`src/rtl/cmp_shadow_pkg.sv`:
```
package cmp_shadow_pkg;

    typedef enum logic [1:0] {
        LD_IMM      = 2'd0,
        LD_ZERO     = 2'd1,
        LD_ZERO_PRD = 2'd2,
        LD_SELF     = 2'd3
    } ld_mode_e;

    typedef enum logic [1:0] {
        CM_STOP = 2'd0,
        CM_UP   = 2'd1,
        CM_CONT = 2'd2,
        CM_UPDN = 2'd3
    } cnt_mode_e;

    typedef enum logic {
        ST_IDLE  = 1'b0,
        ST_ARMED = 1'b1
    } chan_st_e;

endpackage

```
`src/rtl/cmp_load_event.sv`:
```
module cmp_load_event
    import cmp_shadow_pkg::*;
#(
    parameter int CW = 16
) (
    input  logic [CW-1:0] cnt,
    input  logic [1:0]    cnt_mode,
    input  logic          cnt_dn,
    input  logic [1:0]    mode,
    input  logic [CW-1:0] per_val,
    input  logic [CW-1:0] ref_val,
    output logic          evt
);

    logic at_zero;
    logic at_top;

    assign at_zero = (cnt == '0);
    assign at_top  = (cnt_mode_e'(cnt_mode) == CM_UPDN) && !cnt_dn && (cnt == per_val);

    always_comb begin
        unique case (ld_mode_e'(mode))
            LD_IMM:      evt = 1'b0;
            LD_ZERO:     evt = at_zero;
            LD_ZERO_PRD: evt = at_zero || at_top;
            LD_SELF:     evt = (cnt == ref_val);
        endcase
    end

endmodule

```
`src/rtl/cmp_group_ctrl.sv`:
```
module cmp_group_ctrl #(
    parameter int NCH = 7,
    parameter int CW  = 16
) (
    input  logic              grp_en,
    input  logic [2*NCH-1:0]  ld_mode,
    input  logic [NCH*CW-1:0] lat,
    input  logic [NCH-1:0]    armed,
    output logic [2*NCH-1:0]  eff_mode,
    output logic [NCH*CW-1:0] ref_val,
    output logic [NCH-1:0]    grp_armed
);

    for (genvar i = 0; i < NCH; i++) begin : g_ch
        localparam int LEAD = (i > 0 && (i % 2) == 0) ? i - 1 : i;
        localparam int MATE = (i == 0) ? i :
                              ((i % 2) == 1) ? ((i + 1 < NCH) ? i + 1 : i) : i - 1;

        assign eff_mode[2*i +: 2] = grp_en ? ld_mode[2*LEAD +: 2] : ld_mode[2*i +: 2];
        assign ref_val[CW*i +: CW] = grp_en ? lat[CW*LEAD +: CW] : lat[CW*i +: CW];
        assign grp_armed[i]        = grp_en ? (armed[i] | armed[MATE]) : armed[i];
    end

endmodule

```
`src/rtl/cmp_channel.sv`:
```
module cmp_channel
    import cmp_shadow_pkg::*;
#(
    parameter int CW = 16
) (
    input  logic          clk,
    input  logic          rst,
    input  logic          wr,
    input  logic [CW-1:0] wdata,
    input  logic          imm,
    input  logic          load,
    output logic [CW-1:0] latch,
    output logic          armed
);

    chan_st_e      state, nxt;
    logic [CW-1:0] ccr;

    // State register
    always_ff @(posedge clk) begin
        if (rst) state <= ST_IDLE;
        else     state <= nxt;
    end

    // Transitions: ARM, FIRE, FLUSH
    always_comb begin
        nxt = state;
        unique case (state)
            ST_IDLE:  if (wr && !imm) nxt = ST_ARMED;
            ST_ARMED: begin
                if (wr && !imm)     nxt = ST_ARMED;
                else if (wr && imm) nxt = ST_IDLE;
                else if (load)      nxt = ST_IDLE;
            end
        endcase
    end

    // Data path driven by the same events
    always_ff @(posedge clk) begin
        if (rst) begin
            ccr   <= '0;
            latch <= '0;
        end else begin
            if (wr)        ccr   <= wdata;
            if (wr && imm) latch <= wdata;
            else if (load) latch <= ccr;
        end
    end

    assign armed = (state == ST_ARMED);

    p_imm_load_r2: assert property (@(posedge clk) disable iff (rst)
        (wr && imm) |=> (latch == $past(wdata)));

    p_deferred_copy_r3: assert property (@(posedge clk) disable iff (rst)
        (load && !(wr && imm)) |=> (latch == $past(ccr)));

    p_hold_r7: assert property (@(posedge clk) disable iff (rst)
        (!load && !(wr && imm)) |=> $stable(latch));

endmodule

```
`src/rtl/cmp_shadow_loader.sv`:
```
module cmp_shadow_loader
    import cmp_shadow_pkg::*;
#(
    parameter int NCH = 7,
    parameter int CW  = 16
) (
    input  logic              clk,
    input  logic              rst,
    input  logic [CW-1:0]     cnt_val,
    input  logic [1:0]        cnt_mode,
    input  logic              cnt_dn,
    input  logic [2*NCH-1:0]  ld_mode,
    input  logic              grp_en,
    input  logic              wr_en,
    input  logic [2:0]        wr_sel,
    input  logic [CW-1:0]     wr_data,
    output logic [NCH*CW-1:0] shadow_q
);

    logic [NCH-1:0]    armed;
    logic [NCH-1:0]    grp_armed;
    logic [NCH-1:0]    evt;
    logic [NCH-1:0]    load_v;
    logic [2*NCH-1:0]  eff_mode;
    logic [NCH*CW-1:0] ref_val;

    cmp_group_ctrl #(.NCH(NCH), .CW(CW)) u_grp (
        .grp_en    (grp_en),
        .ld_mode   (ld_mode),
        .lat       (shadow_q),
        .armed     (armed),
        .eff_mode  (eff_mode),
        .ref_val   (ref_val),
        .grp_armed (grp_armed)
    );

    for (genvar i = 0; i < NCH; i++) begin : g_ch
        logic wr_i;
        assign wr_i = wr_en && (wr_sel == 3'(i));

        cmp_load_event #(.CW(CW)) u_evt (
            .cnt      (cnt_val),
            .cnt_mode (cnt_mode),
            .cnt_dn   (cnt_dn),
            .mode     (eff_mode[2*i +: 2]),
            .per_val  (shadow_q[CW-1:0]),
            .ref_val  (ref_val[CW*i +: CW]),
            .evt      (evt[i])
        );

        assign load_v[i] = evt[i] && grp_armed[i];

        cmp_channel #(.CW(CW)) u_ch (
            .clk   (clk),
            .rst   (rst),
            .wr    (wr_i),
            .wdata (wr_data),
            .imm   (eff_mode[2*i +: 2] == 2'd0),
            .load  (load_v[i]),
            .latch (shadow_q[CW*i +: CW]),
            .armed (armed[i])
        );
    end

    p_pair_clear_r8: assert property (@(posedge clk) disable iff (rst)
        (grp_en && load_v[1] && !wr_en) |=> (armed[2:1] == 2'b00));

    p_no_idle_load_r7: assert property (@(posedge clk) disable iff (rst)
        (!grp_en && !armed[0]) |-> !load_v[0]);

endmodule

```
`config.mk`:
```
export PLATFORM = sky130hd
export DESIGN_NAME = cmp_shadow_loader
export DESIGN_NICKNAME = d
export VERILOG_FILES = /design/src/rtl/cmp_shadow_pkg.sv /design/src/rtl/cmp_load_event.sv /design/src/rtl/cmp_group_ctrl.sv /design/src/rtl/cmp_channel.sv /design/src/rtl/cmp_shadow_loader.sv
export SDC_FILE = /design/constraint.sdc
export NUM_CORES = 1
export LEC_CHECK = 0
export BUFFER_PORTS_ARGS = -buffer_cell sky130_fd_sc_hd__buf_2
export CORE_UTILIZATION = 45
export CTS_CLUSTER_SIZE = 10
export DETAILED_ROUTE_END_ITERATION = 7
export PLACE_DENSITY = 0.67
export SLEW_MARGIN = 40
export SYNTH_ARGS = -nofsm -noshare
export SYNTH_HDL_FRONTEND = slang
export SYNTH_HIERARCHICAL = 1
export SYNTH_SLANG_ARGS = --single-unit
```
`constraint.sdc`:
```
create_clock -name clk -period 2.3 [get_ports clk]
set_input_delay 0.23 -clock clk [delete_from_list [all_inputs] [get_ports clk]]
set_output_delay 0.23 -clock clk [all_outputs]
set_load 0.005 [all_outputs]
```
# ---- After elaboration in Yosys (flattened, before gate mapping)
# Index checks and enable logic that the tools add are counted.
dict set report op_classes {
  n_eq_ne 35
  muxes 68
  bitwise 10
  reduce_logical 55
}
# cell count
set op_table {}
lappend op_table {{2-to-1 mux 16 bit} 17}
lappend op_table {{== test 16 bit} 7}
lappend op_table {{2-to-1 mux 1 bit} 34}
lappend op_table {{== test 2 bit, second input constant} 15}
lappend op_table {{logical AND 1 bit} 30}
lappend op_table {{case mux 1 bit (4 select lines)} 7}
lappend op_table {{logical NOT 16 bit} 1}
lappend op_table {{== test 2 x 1 -> 1 bit, second input constant} 7}
lappend op_table {{logical NOT 2 bit} 7}
lappend op_table {{case mux 1 bit (2 select lines)} 7}
lappend op_table {{nonzero test 2 bit} 7}
lappend op_table {{== test 3 bit, second input constant} 3}
lappend op_table {{logical NOT 1 bit} 8}
lappend op_table {{inverter 1 bit} 7}
lappend op_table {{== test 3 x 2 -> 1 bit, second input constant} 2}
lappend op_table {{2-to-1 mux 2 bit} 3}
lappend op_table {{== test 3 x 1 -> 1 bit, second input constant} 1}
lappend op_table {{logical NOT 3 bit} 1}
lappend op_table {{OR 1 bit} 3}
lappend op_table {{logical OR 1 bit} 1}
dict set report totals {
  regBits 231
  input_bits 56
  word_cells 189
}

# ---- Depth between registers and ports, before layout
dict set report depth {
  word_depth 10
  mapped_depth 13
  ltp_nobuf 9
}

# ---- Modules after synthesis
# Netlist, hierarchy kept.
# module n_inst cells_each area_per_inst_um2
set modules_own_cells {}
lappend modules_own_cells {cmp_channel 7 129 1442.6}
lappend modules_own_cells {cmp_load_event 7 52 410.4}
lappend modules_own_cells {cmp_group_ctrl 1 140 1526.5}
lappend modules_own_cells {cmp_shadow_loader 1 21 156.4}

# ---- Worst setup path after synthesis
# OpenSTA, ideal clock, no wires.
dict set report synth_path {
  path_type {input to register}
  start {in grp_en}
  end {reg g_ch[2].u_ch.latch[3]}
  setup_time_ps 133
  arrival_time_ps 2183
  required_time_ps 2167
  path_slack_ps -16
  cell_stages 13
  cell_sequence {buf_6 > buf_12 > mux2_4 > xnor2_1 > nand4_1 > nor4_1 > nand4_1 > o21ai_1 > and2_1 > buf_6 > buf_12 > mux2i_1 > a211oi_2}
}
dict set report synth_between {
  elab_chain_cells 5
  word_cells_on_any_way 13
  cone_classes {eq/ne: 4; mux: 5; reduce/logical: 4}
}
# element line
set synth_lines {}
lappend synth_lines {{from (decl)} cmp_shadow_loader.sv:13} ;# input logic grp_en,
lappend synth_lines {{2-to-1 mux 16 bit} cmp_group_ctrl.sv:20} ;# assign ref_val[CW*i +: CW] = grp_en ? lat[CW*LEAD +: CW] : lat[CW*i +: CW];
lappend synth_lines {{net ref_val[39]} cmp_shadow_loader.sv:25} ;# logic [NCH*CW-1:0] ref_val;
lappend synth_lines {{== test 16 bit} cmp_load_event.sv:26} ;# LD_SELF: evt = (cnt == ref_val);
lappend synth_lines {{case mux 1 bit (4 select lines)} cmp_load_event.sv:22} ;# unique case (ld_mode_e'(mode))
lappend synth_lines {{net evt[2]} cmp_shadow_loader.sv:22} ;# logic [NCH-1:0] evt;
lappend synth_lines {{logical AND 1 bit} cmp_shadow_loader.sv:51} ;# assign load_v[i] = evt[i] && grp_armed[i];
lappend synth_lines {{net load_v[2]} cmp_shadow_loader.sv:23} ;# logic [NCH-1:0] load_v;
lappend synth_lines {{nonzero test 2 bit (no line)} -}
lappend synth_lines {{to (signal assigned)} cmp_channel.sv:45} ;# if (wr && imm) latch <= wdata;
lappend synth_lines {{to (signal assigned)} cmp_channel.sv:46} ;# else if (load) latch <= ccr;
lappend synth_lines {{to (decl)} cmp_channel.sv:12} ;# output logic [CW-1:0] latch,
# The timed path passes the listed nets, and every way through them passes these cells.
# A chain may end at the register's enable or synchronous reset.

# ---- Worst setup path after layout
dict set report layout_path {
  start {reg g_ch[0].u_ch.latch[12]}
  end {reg g_ch[2].u_ch.latch[15]}
}
dict set report layout_between {
  elab_chain_cells 6
}
# element line
set layout_lines {}
lappend layout_lines {{from (decl)} cmp_channel.sv:12}
lappend layout_lines {{from (signal assigned)} cmp_channel.sv:45}
lappend layout_lines {{from (signal assigned)} cmp_channel.sv:46}
lappend layout_lines {{== test 16 bit} cmp_load_event.sv:19} ;# assign at_top = (cnt_mode_e'(cnt_mode) == CM_UPDN) && !cnt_dn && (cnt == per_val);
lappend layout_lines {{logical AND 1 bit} cmp_load_event.sv:19}
lappend layout_lines {{logical OR 1 bit} cmp_load_event.sv:25} ;# LD_ZERO_PRD: evt = at_zero || at_top;
lappend layout_lines {{case mux 1 bit (4 select lines)} cmp_load_event.sv:22}
lappend layout_lines {{net evt[2]} cmp_shadow_loader.sv:22}
lappend layout_lines {{logical AND 1 bit} cmp_shadow_loader.sv:51}
lappend layout_lines {{net load_v[2]} cmp_shadow_loader.sv:23}
lappend layout_lines {{nonzero test 2 bit (no line)} -}
# The timed path passes the listed nets, and every way through them passes these cells.

==> summary.txt <==
Status
  • Status: complete, but fails checks
  • Failing checks: setup timing

Worst setup path
  • FF-to-FF setup slack: -300 ps
  • CP Class: reg2reg
  • CP Data Required Time: 2710 ps
  • Crit Reg-Reg Startpoint: g_ch[0].u_ch/latch[12]$_SDFFE_PP0P_
  • Worst path arrival time: 3010 ps
  • Reg-to-Reg End: g_ch[2].u_ch/latch[15]$_SDFFE_PP0P_
  • Crit path capture type: flop
  • R2R cell count: 11
  • Worst-path maximum fanout: 8
  • Crit. Startpoint: g_ch[0].u_ch/latch[12]$_SDFFE_PP0P_
  • Worst setup SP type: flop

CTS
  • Clock sinks: 231
  • Clock Path Buffers: 3
  • Inserted Clock Buffers: 28
  • Clk_lat worst skew: 550 ps
  • Clock-pin slew on the worst setup and hold paths: 60 ps
  • CTS Hold Buffers Added: 0
  • CTS root buffer: clkbuf_16
  • CTS tree: built
  • Max H-tree Level: 1

Synth
  • Number of synthesized flops with an enable pin: 0
  • Synth Cell Area: 14700 sq um
  • Register area share after synthesis: 31.6%
  • Unique masters post-synth: 29
  • Largest family of logic cells by synthesized area: multiplexers
  • Syn avg cell area: 10.3 sq um
  • Synth area leaders: dfxtp_1 32%, mux2i_1 15%, xnor2_1 7.1%
  • Synth Area in Adders: 0%
  • Mux cell area share after synthesis: 20.8%
  • Compound-cell area share of the yosys netlist: 7.78%
  • Ys flop type: dfxtp_1
  • Synth Register Bits: 231
  • Share of flip-flops with an asynchronous set or reset: 0%
  • Synth area leader: dfxtp_1
  • Share of the synthesized area in the top cell type: 31.6%
  • Warnings from Yosys: 6
  • Syn Inst Count: 1428
  • Post-Synth Simple-Gate Area: 16.7%
  • Syn Nets: 1484
  • XOR/XNOR share of the synthesized area: 13.8%

Global route
  • Total grt overflow: 0
  • Total track usage: 27.9%
  • Vias in the first global route: 11658
  • Largest net degree at the start of global routing: 69
  • First-pass GRT wire length: 71300 um
  • Initial antenna violation count: 0

Cells and area
  • N_diodes: 0
  • Ratio of cells with drive above 1 in the final layout: 34.0%
  • Most common cell after layout, fill and taps aside: dfxtp_1
  • Most frequent cells in the layout: 221 x dfxtp_1, 204 x mux2i_1, 166 x buf_2
  • Area delta synth->final: 22.3%
  • Layout Nets: 1713

Die
  • FP Rows: 65
  • Die Wd: 182 um
  • Initial Util: 46.1%
  • Die height: 182 um
  • # IOs: 168
  • Core Footprint: 31800 sq um
  • Die area: 33300 sq um

STA
  • Slew headroom: 55.0%
  • Total negative setup slack: -22720 ps
  • Final period util: 113%
  • Least-Margin Pin Slew: 675 ps
  • Worst setup margin: -301 ps
  • Clock skew: 23.8 ps
  • # setup viols final: 118
  • Min Clock Period, post-route: 2600 ps
  • RSZ-0062 raised after global routing: true
  • Slew Viols, Final: 0
  • Max Fclk: 0.384 GHz
  • Final hold vios: 0

Drt
  • Routed Antenna Nets: 0
  • DR pass1 iterations: 5
  • Vias/cell: 5.79
  • WL final: 48100 um
  • Wire per inst: 22.9 um
  • Initial DRC Count: 965
  • DRC errors left: 0
  • Vias: 12146

Placed design
  • DP HPWL: 31700 um
  • Port buffer count: 167
  • Final Wtd Congestion: 0.931

Job
  • Max_cap viols: 0

Hold path
  • Worst hold path depth: 2
  • Hold Path Origin: rst
  • WHS Endpoint: g_ch[0].u_ch/ccr[6]$_SDFFE_PP0P_
  • Worst min path class: in2reg

Pwr
  • Pwr Density: 533 nW/um^2
  • Worst VDD drop: 0.560 mV
  • Lkg Pwr: 0.00727 uW
  • Total Power: 9560 uW
logic make-up (layout without fill, tap and decap cells):
logic type | count (synthesis) | count (layout)
simple gates | 385 | 385
compound gates | 139 | 139
buf+inv | 164 | 400
xor+xnor | 231 | 231
mux | 278 | 278
flops | 231 | 231
stage by stage:
step	hold WS, ps	worst slack (ps)	instance area, sq um	util [%]	instances
floorplan	377	0.614	14700	-	1428
global placement	473	-462	16200	50.9	2033
detailed placement	480	-488	16200	50.9	2033
CTS	89.6	-262	17600	55.3	2091
global route	106	-473	17900	56.4	2099
finish	88.1	-301	17900	56.4	2099
registers in the layout, indices dropped and copies added (netlist names):
| name | cells |
|---|---|
| g_ch.u_ch/ccr | 112 |
| g_ch.u_ch/latch | 112 |
| g_ch.u_ch/armed | 7 |
final cells by class:
class	count	area, sq um
multi-input cells	1033	9110
clock buffers	33	751
fillers	2772	13900
flip-flops and latches	231	4650
clock inverters	4	70.1
well taps	435	544
repair buffers	363	2800
critical path: stages (launching register included):
cell and delay, ps:
dfxtp_4 370, xor2_1 160, nor4_2 320, buf_4 160, nand4_1 120, o41a_1 450
o21ai_1 160, and2_4 210, buf_6 120, buf_16 130, mux2i_1 180, a211oi_1 80
worst max-delay path by stage:
stage                                           to  slack, ps  depth (start not counted)
6_report       g_ch[2].u_ch/latch[15]$_SDFFE_PP0P_       -300                         11
5_1_grt         g_ch[2].u_ch/latch[2]$_SDFFE_PP0P_       -470                         11
4_1_cts        g_ch[2].u_ch/latch[15]$_SDFFE_PP0P_       -260                         10
3_5_place_dp    g_ch[6].u_ch/latch[3]$_SDFFE_PP0P_       -490                         11
3_3_place_gp   g_ch[6].u_ch/latch[14]$_SDFFE_PP0P_       -460                         11
2_1_floorplan   g_ch[6].u_ch/latch[3]$_SDFFE_PP0P_        0.6                         13
cell usage after synthesis (12+ instances only):
master    number
a211oi_1      91
a211oi_2      21
and3b_1      112
buf_12        12
buf_4         87
buf_6         30
clkbuf_1      28
dfxtp_1      231
mux2_4        54
mux2i_1      224
nand4_1       42
nor2_1       126
nor4_1        56
xnor2_1      119
xor2_1       112
timing repair:
action / in CTS / in global routing
cloned: 10 / 1
hold endpoints to repair: 0 / 0
setup buffers: 13 / 10
setup endpoints to repair: 119 / 119
pin swaps: 92 / 63
gates resized for setup: 72 / 67
power by group:
| group | internal (uW) | switching (uW) |
|---|---|---|
| logic | 517 | 752 |
| clock network | 2480 | 1680 |
| registers | 4070 | 59.8 |
| total | 7070 | 2490 |
routing by layer:
metal | vias up | share of wire, % | global-route usage, %
li1 | 5530 | - | -
met1 | 6004 | 45 | 38.8
met2 | 520 | 45 | 44.8
met3 | 92 | 6.8 | 3.65
met4 | 0 | 3.3 | 8.03
met5 | - | 0 | 0
Power figures use the tool's default switching activity.
